File: config.mk
export PLATFORM = sky130hd
export DESIGN_NAME = tmr16_reload
export DESIGN_NICKNAME = d
export VERILOG_FILES = /design/src/rtl/tmr16_pkg.sv /design/src/rtl/tmr16_pin_edge.sv /design/src/rtl/tmr16_step_gen.sv /design/src/rtl/tmr16_core.sv /design/src/rtl/tmr16_reload.sv
export SDC_FILE = /design/constraint.sdc
export NUM_CORES = 1
export LEC_CHECK = 0
export BUFFER_PORTS_ARGS = -buffer_cell sky130_fd_sc_hd__buf_2
export CORE_MARGIN = 1
export CORE_UTILIZATION = 55
export DETAILED_ROUTE_END_ITERATION = 10
export PLACE_DENSITY_LB_ADDON = 0.2
export SETUP_SLACK_MARGIN = 0.15
export SYNTH_ARGS = -nofsm -noshare
export SYNTH_HDL_FRONTEND = slang
export SYNTH_HIERARCHICAL = 1
export SYNTH_SLANG_ARGS = --single-unit
File: constraint.sdc
create_clock -name clk -period 7.1 [get_ports clk]
set_input_delay 0.71 -clock clk [delete_from_list [all_inputs] [get_ports clk]]
set_output_delay 0.71 -clock clk [all_outputs]
set_load 0.05 [all_outputs]
File: src/rtl/tmr16_pkg.sv
package tmr16_pkg;

    typedef enum logic [1:0] {
        MODE_CAPTURE = 2'd0,
        MODE_RLD_UP  = 2'd1,
        MODE_RLD_UD  = 2'd2,
        MODE_BAUD    = 2'd3
    } tmr_mode_e;

    // Baud selection dominates; capture select is then ignored.
    function automatic tmr_mode_e pick_mode(input logic baud_any,
                                            input logic cap_sel,
                                            input logic updown_en);
        if (baud_any)       return MODE_BAUD;
        else if (cap_sel)   return MODE_CAPTURE;
        else if (updown_en) return MODE_RLD_UD;
        else                return MODE_RLD_UP;
    endfunction

endpackage

File: src/rtl/tmr16_pin_edge.sv
module tmr16_pin_edge #(
    parameter int SYNC_STAGES = 2
) (
    input  logic clk,
    input  logic rst_n,
    input  logic pin,
    input  logic sample_en,
    output logic level,
    output logic fall
);
    localparam int LAST = SYNC_STAGES - 1;

    typedef struct packed {
        logic [SYNC_STAGES-1:0] sync;
        logic                   prev;
    } edge_st_t;

    edge_st_t st_d, st_q;

    always_comb begin
        st_d      = st_q;
        st_d.sync = {st_q.sync[SYNC_STAGES-2:0], pin};
        if (sample_en) begin
            st_d.prev = st_q.sync[LAST];
        end
    end

    always_ff @(posedge clk or negedge rst_n) begin
        if (!rst_n) begin
            st_q <= '0;
        end else begin
            st_q <= st_d;
        end
    end

    assign level = st_q.sync[LAST];
    assign fall  = sample_en & st_q.prev & ~st_q.sync[LAST];

endmodule

File: src/rtl/tmr16_step_gen.sv
module tmr16_step_gen
    import tmr16_pkg::*;
(
    input  logic      run_en,
    input  logic      cnt_sel,
    input  logic      cap_sel,
    input  logic      updown_en,
    input  logic      baud_rx_sel,
    input  logic      baud_tx_sel,
    input  logic      mc_tick,
    input  logic      st_tick,
    input  logic      cnt_fall,
    output tmr_mode_e mode,
    output logic      step
);
    logic baud_any;
    logic tick_src;

    always_comb begin
        baud_any = baud_rx_sel | baud_tx_sel;
        mode     = pick_mode(baud_any, cap_sel, updown_en);
        if (cnt_sel) begin
            tick_src = cnt_fall;
        end else if (mode == MODE_BAUD) begin
            tick_src = st_tick;
        end else begin
            tick_src = mc_tick;
        end
        step = run_en & tick_src;
    end

endmodule

File: src/rtl/tmr16_core.sv
module tmr16_core
    import tmr16_pkg::*;
#(
    parameter int CW = 16
) (
    input  logic          clk,
    input  logic          rst_n,
    input  tmr_mode_e     mode,
    input  logic          step,
    input  logic          dir_up,
    input  logic          trig_fall,
    input  logic          ext_en,
    input  logic          wr_cnt,
    input  logic          wr_rld,
    input  logic [CW-1:0] wr_data,
    input  logic          clr_ovf,
    input  logic          clr_ext,
    output logic [CW-1:0] cnt_val,
    output logic [CW-1:0] rld_val,
    output logic          ovf_flag,
    output logic          ext_flag,
    output logic          baud_pulse
);
    localparam logic [CW-1:0] ALL_ONES = {CW{1'b1}};
    localparam logic [CW-1:0] ONE      = {{(CW-1){1'b0}}, 1'b1};

    typedef struct packed {
        logic [CW-1:0] cnt;
        logic [CW-1:0] rld;
        logic          ovf;
        logic          ext;
        logic          bpul;
    } core_st_t;

    core_st_t st_d, st_q;
    logic     at_top;
    logic     at_floor;
    logic     trig_act;

    always_comb begin
        at_top   = (st_q.cnt == ALL_ONES);
        at_floor = (st_q.cnt == st_q.rld);
        trig_act = ext_en & trig_fall;

        st_d      = st_q;
        st_d.bpul = 1'b0;
        st_d.ovf  = st_q.ovf & ~clr_ovf;
        st_d.ext  = st_q.ext & ~clr_ext;

        unique case (mode)
            MODE_BAUD: begin
                if (step) begin
                    if (at_top) begin
                        st_d.cnt  = st_q.rld;
                        st_d.bpul = 1'b1;
                    end else begin
                        st_d.cnt = st_q.cnt + ONE;
                    end
                end
                if (trig_act) begin
                    st_d.ext = 1'b1;
                end
            end
            MODE_CAPTURE: begin
                if (step) begin
                    st_d.cnt = st_q.cnt + ONE;
                    if (at_top) begin
                        st_d.ovf = 1'b1;
                    end
                end
                if (trig_act) begin
                    st_d.rld = st_q.cnt;
                    st_d.ext = 1'b1;
                end
            end
            MODE_RLD_UP: begin
                if (step) begin
                    if (at_top) begin
                        st_d.cnt = st_q.rld;
                        st_d.ovf = 1'b1;
                    end else begin
                        st_d.cnt = st_q.cnt + ONE;
                    end
                end
                if (trig_act) begin
                    st_d.cnt = st_q.rld;
                    st_d.ext = 1'b1;
                end
            end
            MODE_RLD_UD: begin
                if (step) begin
                    if (dir_up) begin
                        if (at_top) begin
                            st_d.cnt = st_q.rld;
                            st_d.ovf = 1'b1;
                            st_d.ext = ~st_q.ext;
                        end else begin
                            st_d.cnt = st_q.cnt + ONE;
                        end
                    end else begin
                        if (at_floor) begin
                            st_d.cnt = ALL_ONES;
                            st_d.ovf = 1'b1;
                            st_d.ext = ~st_q.ext;
                        end else begin
                            st_d.cnt = st_q.cnt - ONE;
                        end
                    end
                end
            end
            default: begin
                st_d = st_q;
            end
        endcase

        if (wr_cnt) begin
            st_d.cnt = wr_data;
        end
        if (wr_rld) begin
            st_d.rld = wr_data;
        end
    end

    always_ff @(posedge clk or negedge rst_n) begin
        if (!rst_n) begin
            st_q <= '0;
        end else begin
            st_q <= st_d;
        end
    end

    assign cnt_val    = st_q.cnt;
    assign rld_val    = st_q.rld;
    assign ovf_flag   = st_q.ovf;
    assign ext_flag   = st_q.ext;
    assign baud_pulse = st_q.bpul;

endmodule

File: src/rtl/tmr16_reload.sv
module tmr16_reload
    import tmr16_pkg::*;
#(
    parameter int CW          = 16,
    parameter int SYNC_STAGES = 2
) (
    input  logic          clk,
    input  logic          rst_n,
    input  logic          mc_tick,
    input  logic          st_tick,
    input  logic          cnt_pin,
    input  logic          trig_pin,
    input  logic          run_en,
    input  logic          cnt_sel,
    input  logic          cap_sel,
    input  logic          ext_en,
    input  logic          updown_en,
    input  logic          baud_rx_sel,
    input  logic          baud_tx_sel,
    input  logic          wr_cnt,
    input  logic          wr_rld,
    input  logic [CW-1:0] wr_data,
    input  logic          clr_ovf,
    input  logic          clr_ext,
    output logic [CW-1:0] cnt_val,
    output logic [CW-1:0] rld_val,
    output logic          ovf_flag,
    output logic          ext_flag,
    output logic          baud_pulse
);
    logic      cnt_level, cnt_fall;
    logic      trig_level, trig_fall;
    tmr_mode_e mode;
    logic      step;

    tmr16_pin_edge #(.SYNC_STAGES(SYNC_STAGES)) u_cnt_edge (
        .clk       (clk),
        .rst_n     (rst_n),
        .pin       (cnt_pin),
        .sample_en (mc_tick),
        .level     (cnt_level),
        .fall      (cnt_fall)
    );

    tmr16_pin_edge #(.SYNC_STAGES(SYNC_STAGES)) u_trig_edge (
        .clk       (clk),
        .rst_n     (rst_n),
        .pin       (trig_pin),
        .sample_en (mc_tick),
        .level     (trig_level),
        .fall      (trig_fall)
    );

    tmr16_step_gen u_step (
        .run_en      (run_en),
        .cnt_sel     (cnt_sel),
        .cap_sel     (cap_sel),
        .updown_en   (updown_en),
        .baud_rx_sel (baud_rx_sel),
        .baud_tx_sel (baud_tx_sel),
        .mc_tick     (mc_tick),
        .st_tick     (st_tick),
        .cnt_fall    (cnt_fall),
        .mode        (mode),
        .step        (step)
    );

    tmr16_core #(.CW(CW)) u_core (
        .clk        (clk),
        .rst_n      (rst_n),
        .mode       (mode),
        .step       (step),
        .dir_up     (trig_level),
        .trig_fall  (trig_fall),
        .ext_en     (ext_en),
        .wr_cnt     (wr_cnt),
        .wr_rld     (wr_rld),
        .wr_data    (wr_data),
        .clr_ovf    (clr_ovf),
        .clr_ext    (clr_ext),
        .cnt_val    (cnt_val),
        .rld_val    (rld_val),
        .ovf_flag   (ovf_flag),
        .ext_flag   (ext_flag),
        .baud_pulse (baud_pulse)
    );

    logic unused_lvl;
    assign unused_lvl = cnt_level;

endmodule

* Yosys cells after proc, flatten, opt, wreduce, memory -nomap -nowiden
Cells that the tools add are included.
** Storage, ports and cells
- Input bits :: 33
- Output and inout bits :: 35
- Bits in registers :: 41
- Logic and storage cells :: 68
** Operators by class
- Equal/unequal tests :: 7
- Mux-type cells :: 29
- Bitwise operators :: 14
- Add/sub/neg operators :: 2
- Reductions and logical operators :: 7
** Operators by type and width (count)
- $mux W16 :: 11
- $pmux W16 S4 :: 1
- $add A16 B1 Y16 const B :: 1
- $eq A16 B16 Y1 :: 1
- $eq A16 B16 Y1 const B :: 1
- $sub A16 B1 Y16 const B :: 1
- $mux W2 :: 7
- $and A1 B1 Y1 :: 8
- $mux W1 :: 8
- $ne A3 B3 Y1 const B :: 2
- $not A1 Y1 :: 5
- $eq A2 B2 Y1 const B :: 2
- $pmux W1 S2 :: 2
- $reduce_and A2 Y1 :: 2
- $reduce_bool A2 Y1 :: 2
- $reduce_or A3 Y1 :: 1
- $eq A2 B1 Y1 const B :: 1
- $logic_not A2 Y1 :: 1
- $reduce_or A2 Y1 :: 1
- $or A1 B1 Y1 :: 1

* Depth between registers and ports, before layout
- Word-level depth :: 11
- Depth in mapped cells :: 11

* Modules after synthesis
Netlist, hierarchy kept.
** Modules (own cells, without submodules)
- tmr16_core :: area each 3786.1 um^2, sequential area each 875.8 um^2, cells each 503, times used 1
- tmr16_pin_edge :: area each 100.1 um^2, sequential area each 75.1 um^2, cells each 5, times used 2
- tmr16_step_gen :: area each 48.8 um^2, sequential area each 0.0 um^2, cells each 8, times used 1

* Least setup slack after synthesis
No wires, ideal clock.
- Path type :: flip-flop to flip-flop
- Start :: register u_core.st_q (netlist bit u_core/cnt_val[0])
- End :: register u_core.st_q (netlist bit u_core/cnt_val[12])
- Data required time :: 6.971 ns
- Cell stages (with the launch flop) :: 10
- Setup time :: 0.129 ns
- Path buffers :: 1
- Clock period less this slack :: 2.596 ns
- Path slack :: 4.504 ns
- Data arrival time :: 2.467 ns
- Cells stage by stage :: dfrtp_1 buf_2 inv_1 ha_1 or4b_4 nor4_1 xnor2_1 a21oi_1 a211oi_1 a21oi_1
** Between the ends
- Cells in the longest elaborated chain, start to end :: 6
** Ends and longest elaborated chain
- start: declaration :: line tmr16_core.sv:35 : core_st_t st_d, st_q;
- start signal: assignment :: line tmr16_core.sv:128 : st_q <= st_d;
- $sub A16 B1 Y16 (tied with other cells) :: line tmr16_core.sv:106 : st_d.cnt = st_q.cnt - ONE;
- $mux W16 (on tied branches)
- $mux W16 (on tied branches) :: line tmr16_core.sv:92, tmr16_core.sv:52
- $mux W16 (on tied branches) :: line tmr16_core.sv:91, tmr16_core.sv:85
- $pmux W16 S4 (*) :: line tmr16_core.sv:50 : unique case (mode)
- $mux W16 (*) :: line tmr16_core.sv:116 : if (wr_cnt) begin
Mark *: on every way between the ends. The rest lies on a longest branch, timed or not. The select of a mux whose other input is x is not followed.
A chain may end at the register's enable or synchronous reset.

* Final worst setup path
- Start :: register u_core.st_q (netlist bit u_core/cnt_val[0])
- End :: register u_core.st_q (netlist bit u_core/cnt_val[13])
The elaborated chain is that of the path after synthesis.

==> impl_metrics.csv <==
group,metric,value,unit
final_layout,areaGrowthSynthToFinish,9.395,%
synthesis,synth_edf_count,0,
global_routing,antenna_found_initial,0,
sta,final_hold_viol_count,0,
power,vdd_ir_drop_max,0.1259,mV
final_layout,layout_commonest_cell,"buf_2",
final_layout,seq_area,0.001026,mm^2
drt,first_pass_iters,5,
cts,htreeDepth,2,
floorplan,core_area,0.006944,mm^2
global_routing,grt_usage,37.30,%
synthesis,syn_nets,556,
critical_path,cp-start-kind,"register",
floorplan,die_x,87.66,um
synthesis,avgSynthCellArea,7.745,um^2
sta,fin_crit,3.277,ns
cts,clk_path_buf_depth,2,
floorplan,fp.dieArea,0.007683,mm^2
power,power,0.9432,mW
sta,fmax,305.2,MHz
drt,ant_nets,0,
cts,clk_pin_slew,0.09,ns
synthesis,ys_warn_count,6,
synthesis,seq_area_frac_synth,25.43,%
sta,drv_slew,0,
floorplan,die_y,87.66,um
critical_path,arrival,3.47,ns
power,p_leak,1.793,nW
place,dp_cells,635,
synthesis,synth_cell_types,68,
critical_path,crit_path_end_kind,"register",
job,drv_cap,0,
drt,drt_iter0_drc,635,
sta,clock_skew,0.005911,ns
sta,rsz0062_at_grt,"no",
cts,post-cts-setup-buffers,0,
final_layout,most-common-layout-cells,"buf_2 (67), nand2_1 (51), o21ai_0 (45)",
synthesis,async_flop_share,100.0,%
global_routing,grt_pass1_vias,4220,
sta,min_period_over_period,46.16,%
synthesis,syn_area,0.004035,mm^2
synthesis,syn_inst,521,
run_status,status,"finished clean",
critical_path,cp_cell_sequence,"ha_1 -> nand3_1 -> nor2_2 -> nand2_1 -> o311ai_1 -> a21oi_1 -> o41a_1",
place,place_hpwl,9185,um
critical_path,cp.required,7.29,ns
sta,setup_viol_count_final,0,
global_routing,grt_pass1_wl,21890,um
drt,drc_errors,0,
place,portBuffers,67,
final_layout,drive_above_1_share,17.92,%
cts,clk_latency,0.31,ns
cts,cts_tree,"yes",
place,gp_congestion,1.043,
sta,relSlewSlack,35.49,%
final_layout,fillCellCount,638,
critical_path,cp_max_fo,16,
synthesis,ys_seq_elements,41,
final_layout,nets,581,
cts,cts_buffers,5,
sta,whs,0.3548,ns
floorplan,rows,30,
critical_path,max_stage_delay,0.64,ns
cts,ctsHoldBuffers,0,
drt,via_count,4534,
cts,ctsResizeCount,0,
drt,wl_per_cell,21.59,um
place,placed_cell_area,0.004294,mm^2
cts,clock-sinks,41,
final_layout,final_cells,643,
sta,tns,0,ns
critical_path,critical_path_class,"reg2reg",
drt,postRouteWirelength,13880,um
global_routing,grt_max_degree,42,
final_layout,design_area,0.004414,mm^2
sta,tightest_slew,0.9676,ns
worst_hold_path,hp-class,"reg2reg",
critical_path,critPathSlowestCell,"dfrtp_1",
final_layout,n_antenna_cell,0,
synthesis,ys.flop_type,"dfrtp_1",
cts,root_buffer,"clkbuf_8",
power,power.density,213.7,mW/mm^2
final_layout,multi_input_area,0.002723,mm^2
drt,vias_per_cell,7.051,
floorplan,initial_core_util,58.11,%
global_routing,grt-ovfl-total,0,
floorplan,io_pins,68,
through the flow:
| step | setup WS, ns | utilization (%) |
|---|---|---|
| 2_1_floorplan | 4.504 | - |
| 3_3_place_gp | 3.775 | 61.84 |
| 3_5_place_dp | 3.670 | 61.84 |
| 4_1_cts | 3.944 | 63.57 |
| 5_1_grt | 3.647 | 63.57 |
| 6_report | 3.823 | 63.57 |
cells in the mapped netlist, types with 3 or more instances:
cell	n	area share, %
a2111oi_0	5	1.1
a211oi_1	5	0.93
a21o_1	3	0.56
a21oi_1	36	4.5
a221o_1	6	1.5
a22oi_1	3	0.56
a311o_1	4	0.99
a311oi_1	5	1.1
a31oi_1	11	1.7
and3_1	7	1.1
and4_1	4	0.87
buf_1	4	0.37
buf_2	10	1.2
clkbuf_1	35	3.3
dfrtp_1	41	25
inv_1	15	1.4
mux2i_1	19	4.7
nand2_1	51	4.7
nand2b_1	5	0.78
nand3_1	19	2.4
nand4_1	6	0.93
nor2_1	24	2.2
nor3_1	8	0.99
nor4_1	8	1.2
o2111ai_1	4	0.87
o211ai_1	9	1.7
o21a_1	4	0.74
o21ai_0	46	5.7
o221a_2	4	1.1
o221ai_1	8	1.7
o22ai_1	14	2.2
o311a_1	4	0.99
o31ai_1	7	1.3
or4_1	4	0.74
xnor2_1	16	3.5
xor2_1	22	4.8
worst max-delay path: cells and delay by family (launching register included):
family                     cells  cell delay [ns]
and+or+nand+nor                3             1.19
adders and majority gates      1             0.37
AOI/OAI and AO/OA              3             0.96
DFF                            1             0.64
routing by layer:
layer | part of all wire (%) | GRT usage [%] | vias to the layer above
li1 | - | - | 2024
met1 | 41 | 50.43 | 2110
met2 | 44 | 57.03 | 343
met3 | 11 | 6.409 | 57
met4 | 3.4 | 19.37 | 0
met5 | 0 | 0 | -
logic make-up after synthesis:
group | after synthesis | share of synthesized area [%]
and+or+nand+nor | 159 | 20.62
adders and majority gates | 2 | 0.6201
AOI/OAI and AO/OA | 190 | 32.06
muxes | 22 | 5.736
DFF | 41 | 25.43
xor gates and xnor gates | 38 | 8.248
buffers and inverters | 69 | 7.287
report_power, final:
group	switching, mW	internal [mW]
Clock	0.0926	0.115
Sequential	0.0873	0.261
Combinational	0.256	0.132
Total	0.436	0.507
sequential cells by signal, summed over array words and instances, names as in the netlist:
signal and count:
u_cnt_edge/level 1, u_cnt_edge/st_d 1, u_cnt_edge/st_q 1, u_core/baud_pulse 1, u_core/cnt_val 16, u_core/ext_flag 1, u_core/ovf_flag 1, u_core/rld_val 16
u_trig_edge/level 1, u_trig_edge/st_d 1, u_trig_edge/st_q 1
path summary, 6_finish.rpt:
path | from | endpoint | slack [ns] | depth (start not counted)
setup / recovery | u_core/cnt_val[0] | u_core/cnt_val[13] | 3.82 | 7
hold / removal | u_cnt_edge/st_d[2] | u_cnt_edge/level | 0.35 | 0
setup reg to reg | u_core/cnt_val[0] | u_core/cnt_val[13] | 3.82 | 7
hold reg to reg | u_cnt_edge/st_d[2] | u_cnt_edge/level | 0.35 | 0
max in group asynchronous | rst_n | u_core/cnt_val[5] | 5.95 | 1
min in group asynchronous | rst_n | u_cnt_edge/st_q[0] | 0.55 | 1
final cells by class:
| cell class | count | share of cell area (%) |
|---|---|---|
| Clock buffer | 6 | 1.871 |
| Timing Repair Buffer | 71 | 8.277 |
| Inverter | 16 | 1.361 |
| Sequential cell | 41 | 23.24 |
| Multi-Input combinational cell | 411 | 61.68 |
| Clock inverter | 2 | 0.8503 |
| Tap cell | 96 | 2.721 |
(Power assumes the default switching activity.)
